<file path="config.mk">
export PLATFORM = sky130hd
export DESIGN_NAME = ddr2_wr_seq
export DESIGN_NICKNAME = d
export VERILOG_FILES = /design/src/rtl/ddr2_wr_pkg.sv /design/src/rtl/ddr2_wr_fsm.sv /design/src/rtl/ddr2_wr_cmd_enc.sv /design/src/rtl/ddr2_wr_dq_path.sv /design/src/rtl/ddr2_wr_seq.sv
export SDC_FILE = /design/constraint.sdc
export NUM_CORES = 1
export LEC_CHECK = 0
export CORE_ASPECT_RATIO = 0.7
export CORE_MARGIN = 1
export CORE_UTILIZATION = 50
export CTS_BUF_LIST = sky130_fd_sc_hd__clkbuf_16
export DETAILED_ROUTE_END_ITERATION = 6
export HOLD_SLACK_MARGIN = 0.03
export PLACE_DENSITY = 0.86
export SYNTH_ARGS = -nofsm -noshare
export SYNTH_HDL_FRONTEND = slang
export SYNTH_SLANG_ARGS = --single-unit
export TNS_END_PERCENT = 30
</file>
<file path="constraint.sdc">
create_clock -name clk -period 3 [get_ports clk]
set_input_delay 0.6 -clock clk [delete_from_list [all_inputs] [get_ports clk]]
set_output_delay 0.6 -clock clk [all_outputs]
set_load 0.02 [all_outputs]
</file>
<file path="src/rtl/ddr2_wr_pkg.sv">
package ddr2_wr_pkg;

  localparam int MAX_BEATS = 8;

  typedef enum logic [2:0] {
    ST_IDLE, ST_ACT, ST_RCD, ST_WR, ST_WLAT, ST_BURST, ST_REC, ST_PRE
  } seq_state_e;

  typedef enum logic [1:0] {OP_NOP, OP_ACT, OP_WRITE, OP_PRE} mem_op_e;

  typedef enum logic [1:0] {PH_IDLE, PH_PREAMBLE, PH_BURST, PH_POSTAMBLE} dq_phase_e;

  typedef struct packed {
    logic cs_n;
    logic ras_n;
    logic cas_n;
    logic we_n;
  } cmd_pins_t;

  function automatic cmd_pins_t op_pins(input mem_op_e op);
    cmd_pins_t p;
    case (op)
      OP_ACT:   p = '{cs_n: 1'b0, ras_n: 1'b0, cas_n: 1'b1, we_n: 1'b1};
      OP_WRITE: p = '{cs_n: 1'b0, ras_n: 1'b1, cas_n: 1'b0, we_n: 1'b0};
      OP_PRE:   p = '{cs_n: 1'b0, ras_n: 1'b0, cas_n: 1'b1, we_n: 1'b0};
      default:  p = '{cs_n: 1'b0, ras_n: 1'b1, cas_n: 1'b1, we_n: 1'b1};
    endcase
    return p;
  endfunction

endpackage

</file>
<file path="src/rtl/ddr2_wr_fsm.sv">
module ddr2_wr_fsm
  import ddr2_wr_pkg::*;
#(
  parameter int CFG_W = 3,
  parameter int TIM_W = 4
) (
  input  logic             clk,
  input  logic             rst_n,
  input  logic             req_valid,
  output logic             req_ready,
  input  logic [CFG_W-1:0] cfg_al,
  input  logic [CFG_W-1:0] cfg_cl,
  input  logic             cfg_bl8,
  input  logic [TIM_W-1:0] cfg_twr,
  input  logic [TIM_W-1:0] cfg_trp,
  input  logic [TIM_W-1:0] cfg_trcd,
  output logic             capture,
  output mem_op_e          op,
  output dq_phase_e        phase,
  output logic [1:0]       beat_idx
);

  localparam int CNT_W = (CFG_W + 1 > TIM_W) ? CFG_W + 1 : TIM_W;
  localparam logic [CFG_W:0] LAT_FLOOR = (CFG_W + 1)'(3);

  seq_state_e       state_q, state_n;
  logic [CNT_W-1:0] cnt_q, cnt_n;
  logic [TIM_W-1:0] gap_q, gap_n;
  logic [1:0]       bidx_q, bidx_n;

  logic [CFG_W-1:0] al_q, cl_q;
  logic             bl8_q;
  logic [TIM_W-1:0] twr_q, trp_q, trcd_q;

  logic [CFG_W:0]   lat_sum;
  logic [CNT_W-1:0] wl_eff;
  logic [TIM_W-1:0] trcd_eff, twr_eff, trp_eff;
  logic [1:0]       last_idx;

  // Effective timings from the captured configuration, with floors applied
  always_comb begin
    lat_sum  = {1'b0, al_q} + {1'b0, cl_q};
    wl_eff   = (lat_sum < LAT_FLOOR) ? CNT_W'(2) : CNT_W'(lat_sum) - CNT_W'(1);
    trcd_eff = (trcd_q == '0) ? TIM_W'(1) : trcd_q;
    twr_eff  = (twr_q == '0) ? TIM_W'(1) : twr_q;
    trp_eff  = (trp_q < TIM_W'(2)) ? TIM_W'(2) : trp_q;
    last_idx = bl8_q ? 2'd3 : 2'd1;
  end

  assign req_ready = (state_q == ST_IDLE) && (gap_q == '0);
  assign capture   = req_valid && req_ready;

  // Next-state process
  always_comb begin
    state_n = state_q;
    cnt_n   = cnt_q;
    gap_n   = gap_q;
    bidx_n  = bidx_q;
    case (state_q)
      ST_IDLE: begin
        if (gap_q != '0) gap_n = gap_q - TIM_W'(1);
        if (capture) state_n = ST_ACT;
      end
      ST_ACT: begin
        if (trcd_eff == TIM_W'(1)) begin
          state_n = ST_WR;
        end else begin
          state_n = ST_RCD;
          cnt_n   = CNT_W'(trcd_eff) - CNT_W'(2);
        end
      end
      ST_RCD: begin
        if (cnt_q == '0) state_n = ST_WR;
        else             cnt_n   = cnt_q - CNT_W'(1);
      end
      ST_WR: begin
        state_n = ST_WLAT;
        cnt_n   = wl_eff - CNT_W'(2);
      end
      ST_WLAT: begin
        if (cnt_q == '0) begin
          state_n = ST_BURST;
          bidx_n  = 2'd0;
        end else begin
          cnt_n = cnt_q - CNT_W'(1);
        end
      end
      ST_BURST: begin
        if (bidx_q == last_idx) begin
          state_n = ST_REC;
          cnt_n   = CNT_W'(twr_eff) - CNT_W'(1);
        end else begin
          bidx_n = bidx_q + 2'd1;
        end
      end
      ST_REC: begin
        if (cnt_q == '0) state_n = ST_PRE;
        else             cnt_n   = cnt_q - CNT_W'(1);
      end
      ST_PRE: begin
        state_n = ST_IDLE;
        gap_n   = trp_eff - TIM_W'(2);
      end
      default: state_n = ST_IDLE;
    endcase
  end

  // Register process
  always_ff @(posedge clk or negedge rst_n) begin
    if (!rst_n) begin
      state_q <= ST_IDLE;
      cnt_q   <= '0;
      gap_q   <= '0;
      bidx_q  <= '0;
      al_q    <= '0;
      cl_q    <= '0;
      bl8_q   <= 1'b0;
      twr_q   <= '0;
      trp_q   <= '0;
      trcd_q  <= '0;
    end else begin
      state_q <= state_n;
      cnt_q   <= cnt_n;
      gap_q   <= gap_n;
      bidx_q  <= bidx_n;
      if (capture) begin
        al_q   <= cfg_al;
        cl_q   <= cfg_cl;
        bl8_q  <= cfg_bl8;
        twr_q  <= cfg_twr;
        trp_q  <= cfg_trp;
        trcd_q <= cfg_trcd;
      end
    end
  end

  // Decoded outputs
  always_comb begin
    case (state_q)
      ST_ACT:  op = OP_ACT;
      ST_WR:   op = OP_WRITE;
      ST_PRE:  op = OP_PRE;
      default: op = OP_NOP;
    endcase
    if (state_q == ST_WLAT && cnt_q == '0)
      phase = PH_PREAMBLE;
    else if (state_q == ST_BURST)
      phase = PH_BURST;
    else if (state_q == ST_REC && cnt_q == CNT_W'(twr_eff) - CNT_W'(1))
      phase = PH_POSTAMBLE;
    else
      phase = PH_IDLE;
  end

  assign beat_idx = bidx_q;

endmodule

</file>
<file path="src/rtl/ddr2_wr_cmd_enc.sv">
module ddr2_wr_cmd_enc
  import ddr2_wr_pkg::*;
#(
  parameter int BA_W  = 2,
  parameter int ROW_W = 13,
  parameter int COL_W = 10
) (
  input  logic                          clk,
  input  logic                          rst_n,
  input  logic                          capture,
  input  logic [BA_W-1:0]               req_bank,
  input  logic [ROW_W-1:0]              req_row,
  input  logic [COL_W-1:0]              req_col,
  input  mem_op_e                       op,
  output logic                          mem_cs_n,
  output logic                          mem_ras_n,
  output logic                          mem_cas_n,
  output logic                          mem_we_n,
  output logic [BA_W-1:0]               mem_ba,
  output logic [((ROW_W > 11) ? ROW_W : 11)-1:0] mem_addr
);

  localparam int ADDR_W = (ROW_W > 11) ? ROW_W : 11;

  logic [BA_W-1:0]  bank_q;
  logic [ROW_W-1:0] row_q;
  logic [COL_W-1:0] col_q;
  cmd_pins_t        pins;

  always_ff @(posedge clk or negedge rst_n) begin
    if (!rst_n) begin
      bank_q <= '0;
      row_q  <= '0;
      col_q  <= '0;
    end else if (capture) begin
      bank_q <= req_bank;
      row_q  <= req_row;
      col_q  <= req_col;
    end
  end

  // Column occupies the low bits; bit 10 (auto-precharge / all-banks) stays low
  always_comb begin
    pins = op_pins(op);
    case (op)
      OP_ACT: begin
        mem_ba   = bank_q;
        mem_addr = ADDR_W'(row_q);
      end
      OP_WRITE: begin
        mem_ba   = bank_q;
        mem_addr = ADDR_W'(col_q);
      end
      OP_PRE: begin
        mem_ba   = bank_q;
        mem_addr = '0;
      end
      default: begin
        mem_ba   = '0;
        mem_addr = '0;
      end
    endcase
  end

  assign mem_cs_n  = pins.cs_n;
  assign mem_ras_n = pins.ras_n;
  assign mem_cas_n = pins.cas_n;
  assign mem_we_n  = pins.we_n;

endmodule

</file>
<file path="src/rtl/ddr2_wr_dq_path.sv">
module ddr2_wr_dq_path
  import ddr2_wr_pkg::*;
#(
  parameter int DQ_W = 8
) (
  input  logic                      clk,
  input  logic                      rst_n,
  input  logic                      capture,
  input  logic [MAX_BEATS*DQ_W-1:0] req_data,
  input  dq_phase_e                 phase,
  input  logic [1:0]                beat_idx,
  output logic [DQ_W-1:0]           dq_rise,
  output logic [DQ_W-1:0]           dq_fall,
  output logic                      dqs_rise,
  output logic                      dqs_fall,
  output logic                      io_oe_rise,
  output logic                      io_oe_fall
);

  localparam int BUF_W = MAX_BEATS * DQ_W;

  logic [BUF_W-1:0] buf_q;
  logic [DQ_W-1:0]  beat [MAX_BEATS];
  logic [2:0]       sel_r, sel_f;

  always_ff @(posedge clk or negedge rst_n) begin
    if (!rst_n)       buf_q <= '0;
    else if (capture) buf_q <= req_data;
  end

  for (genvar k = 0; k < MAX_BEATS; k++) begin : g_beat
    assign beat[k] = buf_q[k*DQ_W +: DQ_W];
  end

  assign sel_r = {beat_idx, 1'b0};
  assign sel_f = {beat_idx, 1'b1};

  always_comb begin
    dq_rise    = '0;
    dq_fall    = '0;
    dqs_rise   = 1'b0;
    dqs_fall   = 1'b0;
    io_oe_rise = 1'b0;
    io_oe_fall = 1'b0;
    case (phase)
      PH_PREAMBLE: begin
        io_oe_rise = 1'b1;
        io_oe_fall = 1'b1;
      end
      PH_BURST: begin
        io_oe_rise = 1'b1;
        io_oe_fall = 1'b1;
        dqs_rise   = 1'b1;
        dq_rise    = beat[sel_r];
        dq_fall    = beat[sel_f];
      end
      PH_POSTAMBLE: io_oe_rise = 1'b1;
      default: ;
    endcase
  end

endmodule

</file>
<file path="src/rtl/ddr2_wr_seq.sv">
module ddr2_wr_seq
  import ddr2_wr_pkg::*;
#(
  parameter int BA_W  = 2,
  parameter int ROW_W = 13,
  parameter int COL_W = 10,
  parameter int DQ_W  = 8,
  parameter int CFG_W = 3,
  parameter int TIM_W = 4
) (
  input  logic                                   clk,
  input  logic                                   rst_n,
  input  logic                                   req_valid,
  output logic                                   req_ready,
  input  logic [BA_W-1:0]                        req_bank,
  input  logic [ROW_W-1:0]                       req_row,
  input  logic [COL_W-1:0]                       req_col,
  input  logic [8*DQ_W-1:0]                      req_data,
  input  logic [CFG_W-1:0]                       cfg_al,
  input  logic [CFG_W-1:0]                       cfg_cl,
  input  logic                                   cfg_bl8,
  input  logic [TIM_W-1:0]                       cfg_twr,
  input  logic [TIM_W-1:0]                       cfg_trp,
  input  logic [TIM_W-1:0]                       cfg_trcd,
  output logic                                   mem_cs_n,
  output logic                                   mem_ras_n,
  output logic                                   mem_cas_n,
  output logic                                   mem_we_n,
  output logic [BA_W-1:0]                        mem_ba,
  output logic [((ROW_W > 11) ? ROW_W : 11)-1:0] mem_addr,
  output logic [DQ_W-1:0]                        dq_rise,
  output logic [DQ_W-1:0]                        dq_fall,
  output logic                                   dqs_rise,
  output logic                                   dqs_fall,
  output logic                                   io_oe_rise,
  output logic                                   io_oe_fall
);

  logic      capture;
  mem_op_e   op;
  dq_phase_e phase;
  logic [1:0] beat_idx;

  ddr2_wr_fsm #(
    .CFG_W(CFG_W),
    .TIM_W(TIM_W)
  ) u_fsm (
    .clk       (clk),
    .rst_n     (rst_n),
    .req_valid (req_valid),
    .req_ready (req_ready),
    .cfg_al    (cfg_al),
    .cfg_cl    (cfg_cl),
    .cfg_bl8   (cfg_bl8),
    .cfg_twr   (cfg_twr),
    .cfg_trp   (cfg_trp),
    .cfg_trcd  (cfg_trcd),
    .capture   (capture),
    .op        (op),
    .phase     (phase),
    .beat_idx  (beat_idx)
  );

  ddr2_wr_cmd_enc #(
    .BA_W (BA_W),
    .ROW_W(ROW_W),
    .COL_W(COL_W)
  ) u_cmd (
    .clk      (clk),
    .rst_n    (rst_n),
    .capture  (capture),
    .req_bank (req_bank),
    .req_row  (req_row),
    .req_col  (req_col),
    .op       (op),
    .mem_cs_n (mem_cs_n),
    .mem_ras_n(mem_ras_n),
    .mem_cas_n(mem_cas_n),
    .mem_we_n (mem_we_n),
    .mem_ba   (mem_ba),
    .mem_addr (mem_addr)
  );

  ddr2_wr_dq_path #(
    .DQ_W(DQ_W)
  ) u_dq (
    .clk       (clk),
    .rst_n     (rst_n),
    .capture   (capture),
    .req_data  (req_data),
    .phase     (phase),
    .beat_idx  (beat_idx),
    .dq_rise   (dq_rise),
    .dq_fall   (dq_fall),
    .dqs_rise  (dqs_rise),
    .dqs_fall  (dqs_fall),
    .io_oe_rise(io_oe_rise),
    .io_oe_fall(io_oe_fall)
  );

endmodule

</file>
==> impl_results.md, run 1 <==
* FILL cells at 829
* Fin nets at 751
* Worst setup path class: flop to output pin
* First-pass GRT wire length at 22,900 um
* Drt pass-1 iters at 4
* Top cell type's share of synthesized area at 49.6%
* # clock sinks at 121
* Worst-path fanout max at 17
* Startpoint types: flop
* Clk slew on worst S/H paths at 0.06 ns
* Hold WC Path Type: input pin to async pin
* Slew margin rel. at 56.9%
* Post-route cell area at 8400 um^2
* Core area at 11,800 um^2
* Pwr dens at 1050 nW/um^2
* Switching Share at 34.2%
* Via count at 4,288
* Lkg Pwr at 3.82 nW
* DP Cell Count at 763
* H-tree depth at 4
* Synthesized flop and latch total at 121
* Sequential power share at 33.7%
* Max Clk Rate at 0.300 GHz
* GRT Total Usage at 23.8%
* Top post-synthesis cells by area: dfrtp_1, mux2_2, mux4_2, mux2_4, ha_1
* Net Switching at 3.01 mW
* PnR worst setup slack at -0.333 ns
* Clock latency on the worst-skew pair at 0.41 ns
* # port buffers at 148
* Synth unique cells at 53
* WP data required at 2.40 ns
* Initial Utilization at 51.7%
* Largest area contributor in the netlist: dfrtp_1
* Synth-to-layout area growth at 37.6%
* Final Max Tran Viols at 0
* DP HPWL at 9750 um
* RSZ-0062 raised after global routing: true
* Cell with the most instances after synthesis: dfrtp_1
* Initial drt markers at 152
* Number of global-route vias before repair at 4,522
* Worst EP arrival at 2.73 ns
* Total CTS buffers at 17
* Syn_area_per_cell at 13.1 um^2
* VDD IR max at 0.000600 V
* Max_cap viols at 0
* Site Rows at 33
* Register area share after synthesis at 49.6%
* Ys async rst share at 100%
* Multi-input gate area at 2890 um^2
* Chip height at 94.4 um
* Routed WL at 14,300 um
* Via-per-instance ratio at 5.39
* Top FF cell, synth: dfrtp_1
* Initial antenna violation count at 0
* Avg WL per Cell at 18.0 um
* Gr ovfl total at 0
* Final hold vios at 0
* Kind of end point of the critical path: output pin
* Pin count of the biggest net entering global routing at 74
* Gpl congestion at 0.871
* Cells after synthesis at 465
* EDFF count, synth at 0
* I/O Pins at 151
* Synth Cell Area at 6100 um^2
* Int Power at 5.78 mW
* Chip Width at 134 um
* Clk root buf: clkbuf_16
* Dpl cell area at 7850 um^2
* CTS max path bufs at 2
* Residual DRC at 0
* Setup-failing EPs final at 19
* CTS Hold Buffers Added at 0
* Die area at 12,700 um^2
* Antenna diodes at 0
* CTS tree: yes
* Clk_skew at 0.0130 ns
* Antenna-violating nets left at 0
* Min cycle time layout at 3.33 ns
* Finished Layout Cells at 796
* Crit share post-route at 111%
* Failing checks: setup timing
* Top cells by count, synth: dfrtp_1, mux2_2, nor2_1, mux2_4, inv_1
* Combinational power share at 43.1%
* Outcome: finished, violations left
* FF/Latch Area at 3030 um^2
* Worst Tran Pin Value at 0.646 ns
* Clock power share at 23.3%
* Flop2flop setup slack at 0.18 ns
* Ratio of cells with drive above 1 in the final layout at 32.9%
* Synth Warn # at 0
* Tot Pwr at 8.78 mW
## worst max-delay path, stage by stage (launching register included)
cell     delay (ns)
dfrtp_1        0.39
nor3_2         0.18
nor2_1         0.08
ha_2           0.20
xor2_2         0.20
xnor2_1        0.14
nand4_1        0.13
nor3_2         0.22
a31oi_1        0.11
ha_2           0.22
buf_12         0.15
and2_1         0.14
buf_2          0.15
## cells by family after synthesis
family	Yosys count	synth area share (%)
multiplexers	137	29.2
flip-flops	121	49.6
AND/OR/NAND/NOR	84	7.42
AO/OA/AOI/OAI	48	5.12
buffers and inverters	46	3.61
adder cells (fa/ha/maj)	14	2.99
XOR/XNOR	14	2.01
other	1	0.0614
## cells in the final DEF (no fill, tap or decap), types with 3 or more instances in the layout
| cell | synthesis | layout |
|---|---|---|
| clkdlybuf4s50_1 | 0 | 125 |
| o21ai_0 | 11 | 11 |
| inv_6 | 0 | 5 |
| dlymetal6s2s_1 | 0 | 3 |
| clkbuf_16 | 0 | 17 |
| mux2i_1 | 13 | 13 |
| nor2b_1 | 3 | 3 |
| a21oi_1 | 12 | 11 |
| a211oi_1 | 4 | 4 |
| ha_1 | 13 | 11 |
| buf_4 | 3 | 17 |
| mux2_4 | 20 | 20 |
| nor3_1 | 6 | 4 |
| and2_1 | 16 | 16 |
| inv_1 | 18 | 17 |
| nor2_1 | 22 | 21 |
| nand2b_1 | 4 | 4 |
| clkinvlp_4 | 0 | 3 |
| buf_2 | 11 | 17 |
| buf_12 | 0 | 5 |
| mux2_2 | 88 | 88 |
| o31ai_1 | 3 | 3 |
| mux4_2 | 16 | 16 |
| nand2_1 | 14 | 14 |
| xnor2_1 | 9 | 9 |
| nor3b_1 | 3 | 3 |
| dfrtp_1 | 121 | 121 |
| xor2_1 | 5 | 4 |
## stage by stage
step,worst slack (ns),utilization [%],setup TNS [ns],hold slack [ns]
4_1_cts,-0.325,70.9,-5.47,0.222
5_1_grt,-0.521,71.1,-9.24,0.253
3_3_place_gp,-0.319,66.4,-5.65,0.481
6_report,-0.333,71.1,-5.65,0.207
2_1_floorplan,0.0174,-,0,0.304
3_5_place_dp,-0.518,66.4,-9.26,0.489
## state kept, by name, summed over array words and instances (netlist names)
register and flops:
u_fsm.cnt_q 4, u_fsm.trcd_q 4, u_fsm.gap_q 4, u_fsm.twr_q 4
u_cmd.row_q 13, u_cmd.col_q 10, u_fsm.beat_idx 2, u_fsm.bl8_q 1
u_dq.buf_q 64, u_fsm.state_q 3, u_fsm.cl_q 3, u_fsm.trp_q 4
u_fsm.al_q 3, u_cmd.bank_q 2
## layout make-up
cell class                 count  share of cell area, %
clock buffer                  17                   5.07
sequential                   121                   36.1
clock inverter                15                   1.97
multi-input combinational    299                   34.4
inverter                      18                  0.805
timing repair buffer         169                   19.3
tap                          157                   2.34
## per-layer routing
layer	vias up	wire, um	track usage (%)
li1	1975	-	-
met1	2144	6400	31.1
met2	159	6710	38.0
met3	10	1110	8.00
met4	0	93	6.74
met5	-	0	0
## power by group through the flow
stage,Sequential [mW],Clock (mW),Combinational (mW)
2_1_floorplan,2.79,0,2.70
3_3_place_gp,2.90,0,3.56
3_5_place_dp,2.95,0,3.70
4_1_cts,2.95,2.08,3.73
5_1_grt,3.05,2.16,4.12
6_report,2.96,2.04,3.78
## final timing paths
| check | cells after the start | end | from |
|---|---|---|---|
| max in group asynchronous | 2 | u_dq.buf_q[57] | rst_n |
| hold / removal | 1 | u_dq.buf_q[60] | rst_n |
| setup / recovery | 12 | dq_fall[3] | u_fsm.twr_q[1] |
| setup reg to reg | 14 | u_fsm.cnt_q[2] | u_fsm.cl_q[0] |
| min in group clk | 1 | u_dq.buf_q[58] | u_dq.buf_q[58] |
| hold reg to reg | 1 | u_dq.buf_q[58] | u_dq.buf_q[58] |
## what timing repair did
action / 4_1_cts / 5_1_grt
pin swaps: 4 / 2
setup buffers: 0 / 1
endpoints found under the setup margin: 19 / 24
gates resized for setup: 83 / 8
No activity file was read; power rests on OpenSTA's default activity.
==> inputs of run 2 (changes only) <==
- PLACE_DENSITY: 0.86 -> 0.81
==> impl_results.md, run 2 (synthesis results as in run 1) <==
* Outcome: finished, violations left
* Failing checks: setup timing
* Worst-path fanout max at 3 (-14)
* Startpoint types: flop
* Site Rows at 33 (unchanged)
* Routed WL at 14,100 um (-1.7%)
* CTS max path bufs at 2 (unchanged)
* Max_cap viols at 0 (unchanged)
* CP Cell Sequence: nor3_2 > nor2_2 > ha_2 > xor2_2 > xnor2_1 > nand4_1 > nor3_2 > buf_4 > a31oi_2 > ha_2 > buf_4 > and2_1 > buf_4
* Clk root buf: clkbuf_16
* Kind of end point of the critical path: output pin
* Via count at 4,222 (-1.5%)
* First-pass GRT wire length at 22,600 um (-1.3%)
* CTS Hold Buffers Added at 0 (unchanged)
* CP max-delay cell: dfrtp_1
* Core area at 11,800 um^2 (unchanged)
* Number of global-route vias before repair at 4,441 (-1.8%)
* Drt pass-1 iters at 4 (unchanged)
* GRT Total Usage at 23.5% (-0.36 points)
* Leading cell type in the layout, fill and taps excluded: clkdlybuf4s50_1
* Dpl cell area at 7840 um^2 (about the same)
* Pin count of the biggest net entering global routing at 74 (unchanged)
* Lkg Pwr at 3.80 nW (-0.58%)
* Initial antenna violation count at 0 (unchanged)
* Largest Register: u_dq.buf_q
* Synth-to-layout area growth at 39.2%
* RSZ-0062 raised after global routing: true
* Worst EP arrival at 2.73 ns (about the same)
* Most frequent cells in the layout: clkdlybuf4s50_1, dfrtp_1, mux2_2, buf_4
* Flop2flop setup slack at 0.21 ns (+0.03 ns)
* Largest register FFs at 64 (unchanged)
* # clock sinks at 121 (unchanged)
* Residual DRC at 0 (unchanged)
* Antenna diodes at 0 (unchanged)
* CP peak stage delay at 0.40 ns (about the same)
* Final Core Density at 72.0% (+0.84 points)
* Worst setup path class: flop to output pin
* PnR worst setup slack at -0.332 ns (+0.00182 ns)
* Top delay family on crit path: simple AND/OR/NAND/NOR gates
* Hold WC Path Type: input pin to async pin
* Chip height at 94.4 um (unchanged)
* # port buffers at 148 (unchanged)
* Regs by FF count: u_dq.buf_q x64, u_cmd.row_q x13, u_cmd.col_q x10
* H-tree depth at 4 (unchanged)
* Worst Tran Pin Value at 1.02 ns (+0.374 ns)
* Initial Utilization at 51.7% (unchanged)
* Total CTS buffers at 17 (unchanged)
* WP data required at 2.40 ns (about the same)
* Fin nets at 754 (+0.40%)
* Via-per-instance ratio at 5.29 (-1.8%)
* Antenna-violating nets left at 0 (unchanged)
* I/O Pins at 151 (unchanged)
* Clk slew on worst S/H paths at 0.05 ns (about the same)
* Post-route cell area at 8500 um^2 (+1.2%)
* Gr ovfl total at 0 (unchanged)
* Slew margin rel. at 32.0% (-25 points)
* Pwr dens at 1040 nW/um^2 (-0.30%)
* Most common cell on crit path: buf_4
* Max Clk Rate at 0.300 GHz (about the same)
* VDD IR max at 0.000475 V (-21%)
* Setup-failing EPs final at 19 (unchanged)
* Clock latency on the worst-skew pair at 0.40 ns (about the same)
* Chip Width at 134 um (unchanged)
* CTS tree: yes
* Worst Path Buf+Inv at 3 (+1)
* DP HPWL at 9510 um (-2.4%)
* Avg WL per Cell at 17.6 um (-1.9%)
* Gpl congestion at 0.882 (+1.2%)
* Clk_skew at 0.00736 ns (-0.00567 ns)
* Initial drt markers at 155 (+2.0%)
* Ratio of cells with drive above 1 in the final layout at 33.4% (+0.52 points)
* Die area at 12,700 um^2 (unchanged)
* Final Max Tran Viols at 0 (unchanged)
* Final TNS setup at -5.44 ns (+0.211 ns)
* FILL cells at 795 (-4.1%)
* Min cycle time layout at 3.33 ns (-0.00182 ns)
* Crit share post-route at 111% (about the same)
* Final hold vios at 0 (unchanged)
## run 2: changes by cell type in the layout (fill, tap and decap cells not counted), moves of 4 or more
| cell | change |
|---|---|
| buf_4 | +7 |
| buf_6 | +14 |
| buf_2 | -16 |
| and2_1 | -4 |
| inv_6 | -4 |
| and2_4 | +4 |
## run 2: report_power, final
group	internal [mW]	switching (mW)	leakage, nW
clock network	1.29	0.730	0.275
logic	2.15	1.70	2.05
registers	2.45	0.532	1.47
total	5.90	2.96	3.80
## run 2: final timing paths
kind / start / endpoint / depth (start not counted)
max: u_fsm.twr_q[3] / dq_fall[3] / 13
min: rst_n / u_dq.buf_q[20] / 1
max reg2reg: u_fsm.cl_q[0] / u_fsm.cnt_q[2] / 14
min reg2reg: u_cmd.row_q[10] / u_cmd.row_q[10] / 1
max in group asynchronous: rst_n / u_dq.buf_q[26] / 2
min in group clk: u_cmd.row_q[10] / u_cmd.row_q[10] / 1
## run 2: cell type report
type,instances,area [um^2],area share [%]
Clock buffer,17,425,5.01
Inverter,18,67.6,0.795
Tap cell,157,196,2.31
Clock inverter,14,158,1.86
Sequential cell,121,3030,35.6
Multi-Input combinational cell,299,2910,34.3
Timing Repair Buffer,172,1710,20.1
## run 2: repair_timing
item                       4_1_cts  5_1_grt
gates resized for setup         92       33
setup buffers                    1        0
setup endpoints to repair       19       22
pin swaps                        3        3
## run 2: stage by stage
step	worst slack [ns]	std cells	hold slack, ns	power [mW]
finish	-0.332	798	0.189	8.86
global route	-0.496	798	0.230	9.40
CTS	-0.318	798	0.208	8.81
detailed placement	-0.500	766	0.488	6.69
global placement	-0.366	766	0.481	6.49
floorplan	0.0174	466	0.304	5.49
## run 2: routing by layer
metal | up-vias | part of all wire [%] | global-route usage [%]
li1 | 1988 | - | -
met1 | 2089 | 46 | 32.2
met2 | 131 | 47 | 36.2
met3 | 14 | 6.3 | 6.92
met4 | 0 | 0.97 | 6.93
met5 | - | 0 | 0
